### config.mk
export PLATFORM = sky130hd
export DESIGN_NAME = tri_carrier_pwm
export DESIGN_NICKNAME = d
export VERILOG_FILES = /design/src/rtl/tcp_pkg.sv /design/src/rtl/tcp_timebase.sv /design/src/rtl/tcp_leg.sv /design/src/rtl/tri_carrier_pwm.sv
export SDC_FILE = /design/constraint.sdc
export NUM_CORES = 1
export LEC_CHECK = 0
export ABC_AREA = 1
export BUFFER_PORTS_ARGS = -buffer_cell sky130_fd_sc_hd__buf_2
export CORE_MARGIN = 2
export CORE_UTILIZATION = 28
export DETAILED_ROUTE_END_ITERATION = 8
export PLACE_DENSITY_LB_ADDON = 0.2
export SYNTH_ARGS = -nofsm -noshare
export SYNTH_HDL_FRONTEND = slang
export SYNTH_SLANG_ARGS = --single-unit
### constraint.sdc
create_clock -name clk -period 9.17 [get_ports clk]
set_input_delay 0.917 -clock clk [delete_from_list [all_inputs] [get_ports clk]]
set_output_delay 0.917 -clock clk [all_outputs]
set_load 0.02 [all_outputs]
### src/rtl/tcp_pkg.sv
// Shared constants and helpers for the phase-shifted three-phase carrier PWM.
// Assumes the accumulator width stays below 31 bits so one turn fits in an int.
package tcp_pkg;

    localparam int NUM_LEGS = 3;

    // Phase word offset of a leg, relative to leg A: 0, +1/3 turn, -1/3 turn (rounded)
    function automatic int unsigned leg_offset(input int leg, input int acc_w);
        int unsigned turn;
        int unsigned third;
        turn  = 32'd1 << acc_w;
        third = (turn + 32'd1) / 32'd3;
        case (leg)
            0:       return 32'd0;
            1:       return third;
            default: return turn - third;
        endcase
    endfunction

endpackage

### src/rtl/tcp_timebase.sv
// Shared phase timebase: a W-bit accumulator plus shadowed step and set-phase.
// A new step (harmonic + fundamental) or set-phase is taken up only when the
// accumulator wraps, so a carrier period never changes part way through.
// Assumes the step stays below half a turn.
module tcp_timebase #(
    parameter int ACC_W = 16
) (
    input  logic             clk,
    input  logic             rst_n,
    input  logic [ACC_W-1:0] harm_step,
    input  logic [ACC_W-1:0] fund_step,
    input  logic [ACC_W-1:0] set_phase,
    output logic [ACC_W-1:0] frame_phase,
    output logic [ACC_W-1:0] inc_act,
    output logic [ACC_W-1:0] ref_act,
    output logic             period_stb
);

    logic [ACC_W-1:0] acc;
    logic [ACC_W:0]   sum;
    logic [ACC_W-1:0] req_step;
    logic             wrap;

    // Next accumulator value, its carry, and the requested step
    always_comb begin
        sum      = {1'b0, acc} + {1'b0, inc_act};
        wrap     = sum[ACC_W];
        req_step = harm_step + fund_step;
    end

    // Phase of the whole carrier set before the per-leg offsets
    assign frame_phase = acc + ref_act;

    // Advance the timebase; load the shadowed words only at a wrap
    always_ff @(posedge clk) begin
        if (!rst_n) begin
            acc        <= '0;
            inc_act    <= req_step;
            ref_act    <= set_phase;
            period_stb <= 1'b0;
        end else begin
            acc        <= sum[ACC_W-1:0];
            period_stb <= wrap;
            if (wrap) begin
                inc_act <= req_step;
                ref_act <= set_phase;
            end
        end
    end

endmodule

### src/rtl/tcp_leg.sv
// One converter leg: triangular carrier at a fixed offset from the frame
// phase, sampling of the reference at each peak and valley, and the comparator.
// Assumes the step stays below half a turn, so every carrier peak and valley
// shows up as one change of the phase MSB.
module tcp_leg
    import tcp_pkg::*;
#(
    parameter int ACC_W = 16,
    parameter int CAR_W = 8,
    parameter int LEG   = 0
) (
    input  logic             clk,
    input  logic             rst_n,
    input  logic [ACC_W-1:0] frame_phase,
    input  logic [CAR_W-1:0] duty,
    output logic             gate_p,
    output logic             gate_n,
    output logic [CAR_W-1:0] samp_lvl
);

    localparam logic [ACC_W-1:0] OFFSET = ACC_W'(leg_offset(LEG, ACC_W));
    localparam int               TOP    = ACC_W - 1;
    localparam int               SHIFT  = ACC_W - 1 - CAR_W;

    logic [ACC_W-1:0] leg_ph;
    logic [CAR_W-1:0] ramp;
    logic [CAR_W-1:0] carrier;
    logic [CAR_W-1:0] level;
    logic             half_prev;
    logic             turn_pt;

    // Leg phase, triangle carrier, offset-binary level and the peak/valley event
    always_comb begin
        leg_ph  = frame_phase + OFFSET;
        ramp    = CAR_W'(leg_ph >> SHIFT);
        carrier = leg_ph[TOP] ? ~ramp : ramp;
        level   = {~duty[CAR_W-1], duty[CAR_W-2:0]};
        turn_pt = leg_ph[TOP] ^ half_prev;
    end

    // Asymmetric regular sampling: capture the reference at peak and valley
    always_ff @(posedge clk) begin
        if (!rst_n) begin
            half_prev <= 1'b0;
            samp_lvl  <= '0;
        end else begin
            half_prev <= leg_ph[TOP];
            if (turn_pt) begin
                samp_lvl <= level;
            end
        end
    end

    // Registered comparator driving the complementary switch pair
    always_ff @(posedge clk) begin
        if (!rst_n) begin
            gate_p <= 1'b0;
            gate_n <= 1'b1;
        end else begin
            gate_p <= (samp_lvl > carrier);
            gate_n <= ~(samp_lvl > carrier);
        end
    end

endmodule

### src/rtl/tri_carrier_pwm.sv
// Top level: one shared timebase feeding three legs whose carriers sit at
// 0, +120 and -120 degrees. Leg k uses bit k of the gate vectors and byte k
// of the reference bus.
module tri_carrier_pwm
    import tcp_pkg::*;
#(
    parameter int ACC_W = 16,
    parameter int CAR_W = 8
) (
    input  logic                      clk,
    input  logic                      rst_n,
    input  logic [ACC_W-1:0]          harm_step,
    input  logic [ACC_W-1:0]          fund_step,
    input  logic [ACC_W-1:0]          set_phase,
    input  logic [NUM_LEGS*CAR_W-1:0] duty_ref,
    output logic [NUM_LEGS-1:0]       gate_hi,
    output logic [NUM_LEGS-1:0]       gate_lo,
    output logic                      period_stb
);

    logic [ACC_W-1:0]          frame_phase;
    logic [ACC_W-1:0]          inc_act;
    logic [ACC_W-1:0]          ref_act;
    logic [NUM_LEGS*CAR_W-1:0] samp_flat;

    tcp_timebase #(
        .ACC_W(ACC_W)
    ) u_timebase (
        .clk        (clk),
        .rst_n      (rst_n),
        .harm_step  (harm_step),
        .fund_step  (fund_step),
        .set_phase  (set_phase),
        .frame_phase(frame_phase),
        .inc_act    (inc_act),
        .ref_act    (ref_act),
        .period_stb (period_stb)
    );

    for (genvar k = 0; k < NUM_LEGS; k++) begin : g_leg
        tcp_leg #(
            .ACC_W(ACC_W),
            .CAR_W(CAR_W),
            .LEG  (k)
        ) u_leg (
            .clk        (clk),
            .rst_n      (rst_n),
            .frame_phase(frame_phase),
            .duty       (duty_ref[k*CAR_W +: CAR_W]),
            .gate_p     (gate_hi[k]),
            .gate_n     (gate_lo[k]),
            .samp_lvl   (samp_flat[k*CAR_W +: CAR_W])
        );
    end

endmodule

==> run summary <==
worst skew pair latency: 0.35 ns
post-synthesis sequential area ratio: 31.33%
Critical Path Fanout Max: 7
Final Util: 33.18%
Final period util: 39.79%
WHS Path Cells: 2
largest net degree at the start of global routing: 38
asr flop ratio synth: 0%
Syn Std Cell Area: 0.006261 mm^2
Mapped Cells: 829
Post-CTS Setup Bufs: 0
Final TNS setup: 0 ns
vias in the first global route: 5210
leading post-synthesis cells by cell area: dfxtp_1 (16%), edfxtp_1 (15%), ha_1 (14%)
H-tree depth: 3
critical path data required time: 9.41 ns
dominant cell type by area after synthesis: dfxtp_1
Tightest Pin Transition: 0.7268 ns
CP Data Arrival Time: 3.89 ns
most frequent cells after synthesis: nand2_1 (184), inv_1 (101), nor2_1 (77)
Bufs on Longest Clock Path: 2
EDFF count, synth: 32
Starting DRT DRC Count: 201
Yosys warnings: 0
syn_area_per_cell: 7.552 um^2
number of CTS-inserted buffers: 9
most frequent cell after synthesis: nand2_1
Hold WC Path Type: reg2reg
P&R area growth vs syn: 16.01%
minimum clock period: 3.648 ns
gpl congestion: 0.8131
critical path type: reg2reg
status: completed
post-synth cell types: 42
hold_buf cts: 0
drt drc: 0
vias per cell: 4.379
HPWL after DPL: 11.16 mm
Hold Vio Cnt, Final: 0
Resized cells post-CTS: 0
io pins: 81
clk slew on worst S/H paths: 0.06 ns
Register-to-Register Path Depth: 22
CTS root buf: clkbuf_16
TritonCTS clock tree: yes
total number of vias: 5229
maximum clock frequency: 274.1 MHz
fraction of layout cells with a size suffix above 1: 17.61%
fillers: 2389
I/O Buffers: 80
initial antenna violation count: 0
RSZ-0062 raised after global routing: no
wire per inst: 11.42 um
clock sinks: 82
Yosys top cell area share: 15.99%
fin. max-slew vios: 0
FF+latch area: 0.001962 mm^2
Max transition margin: 51.55%
Synthesized Nets: 976
DRT Pass-1 Iters: 4
total die area: 0.02357 mm^2
crit path launch type: register
GR Overflow Total: 0
ant diodes: 0
Hold WS: 0.4943 ns
total track usage: 12.18%
Die W: 153.5 um
Core ar.: 0.02189 mm^2
Starting Density: 28.60%
commonest register cell after synthesis: dfxtp_1
drt total wl: 13.63 mm
clk_skew: 0.004648 ns
first-pass GRT wire length: 23.60 mm
Final Net Count: 1056
die span in y: 153.5 um
Post-DRT Antenna Nets: 0
Row Count: 54
Worst setup EP type: register
final setup vio count: 0
Max Cap Viol: 0
#FFs+latches synth: 82
Multi-input gate area: 0.003822 mm^2
layer usage:
metal | GRT usage (%) | vias up | share of wire (%)
met2 | 20.72 | 76 | 45
met1 | 15.45 | 2242 | 49
li1 | - | 2895 | -
met4 | 4.456 | 0 | 2.0
met3 | 2.170 | 16 | 3.2
met5 | 0 | - | 0
final cells by class:
type | count | share of cell area, %
multi-input cells | 628 | 52.63
clock buffers | 10 | 3.152
well taps | 280 | 4.823
clock inverters | 6 | 1.240
inverters | 107 | 5.530
repair buffers | 81 | 5.616
flip-flops and latches | 82 | 27.01
registers in the layout, summed over array words and instances (netlist names):
signal,flops
u_timebase.inc_act,16
u_timebase.ref_act,16
g_leg.u_leg.half_prev,3
g_leg.u_leg.samp_lvl,24
g_leg.u_leg.gate_p,3
u_timebase.acc,16
u_timebase.period_stb,1
g_leg.u_leg.gate_n,3
layout by cell type (no fill, tap or decap), types with 6 or more instances in the layout:
cell	synthesis	routed
a21oi_1	65	65
buf_2	0	80
clkbuf_16	0	9
dfxtp_1	50	50
edfxtp_1	32	32
ha_1	70	70
inv_1	101	101
inv_2	6	6
nand2_1	184	184
nand2_2	25	25
nand3_1	58	58
nand3_2	10	10
nor2_1	77	77
nor2_2	11	11
o21ai_0	32	32
xnor2_1	13	13
xor2_1	30	30
critical path, cell delays in order, from the launching register on:
cell and delay [ns]:
edfxtp_1 0.36, ha_1 0.23, fa_1 0.46, nand2_1 0.09, nand2_1 0.08, nand3_1 0.09
nand2_1 0.07, nand2_1 0.12, nand2_1 0.09, nand2_1 0.09, nand2_2 0.08, a21oi_1 0.26
nand2_1 0.13, nand2_2 0.13, nand2_4 0.11, xor2_1 0.18, ha_1 0.30, nand2_1 0.06
o21ai_0 0.16, nand2_1 0.06, a32o_1 0.21, nor2_1 0.11, inv_1 0.05
through the flow:
step,cells,setup slack (ns),area [um^2]
after detailed placement,1178,5.505,6944
after global routing,1194,5.200,7263
after floorplan,829,5.887,6261
after CTS,1194,5.462,7263
final,1194,5.522,7263
after global placement,1178,5.581,6944
cell families after synthesis:
logic type / count (synthesis) / synth area share [%]
and+or+nand+nor: 387 / 28.98
AOI/OAI and AO/OA: 125 / 11.11
buffers and inverters: 119 / 7.614
DFF: 82 / 31.33
adders and majority gates: 73 / 14.95
xor gates and xnor gates: 43 / 6.015
path summary, 6_finish.rpt:
path	from	slack, ns	endpoint
hold / removal	g_leg[2].u_leg.samp_lvl[4]$_SDFFE_PN0P_	0.49	g_leg[2].u_leg.samp_lvl[4]$_SDFFE_PN0P_
setup reg to reg	u_timebase.ref_act[0]$_DFFE_PP_	5.52	g_leg[1].u_leg.gate_n$_SDFF_PN1_
hold reg to reg	g_leg[2].u_leg.samp_lvl[4]$_SDFFE_PN0P_	0.49	g_leg[2].u_leg.samp_lvl[4]$_SDFFE_PN0P_
setup / recovery	u_timebase.ref_act[0]$_DFFE_PP_	5.52	g_leg[1].u_leg.gate_n$_SDFF_PN1_
Power is not shown: default switching activity piles up to over one toggle a cycle in this logic, so the estimate is an artifact.
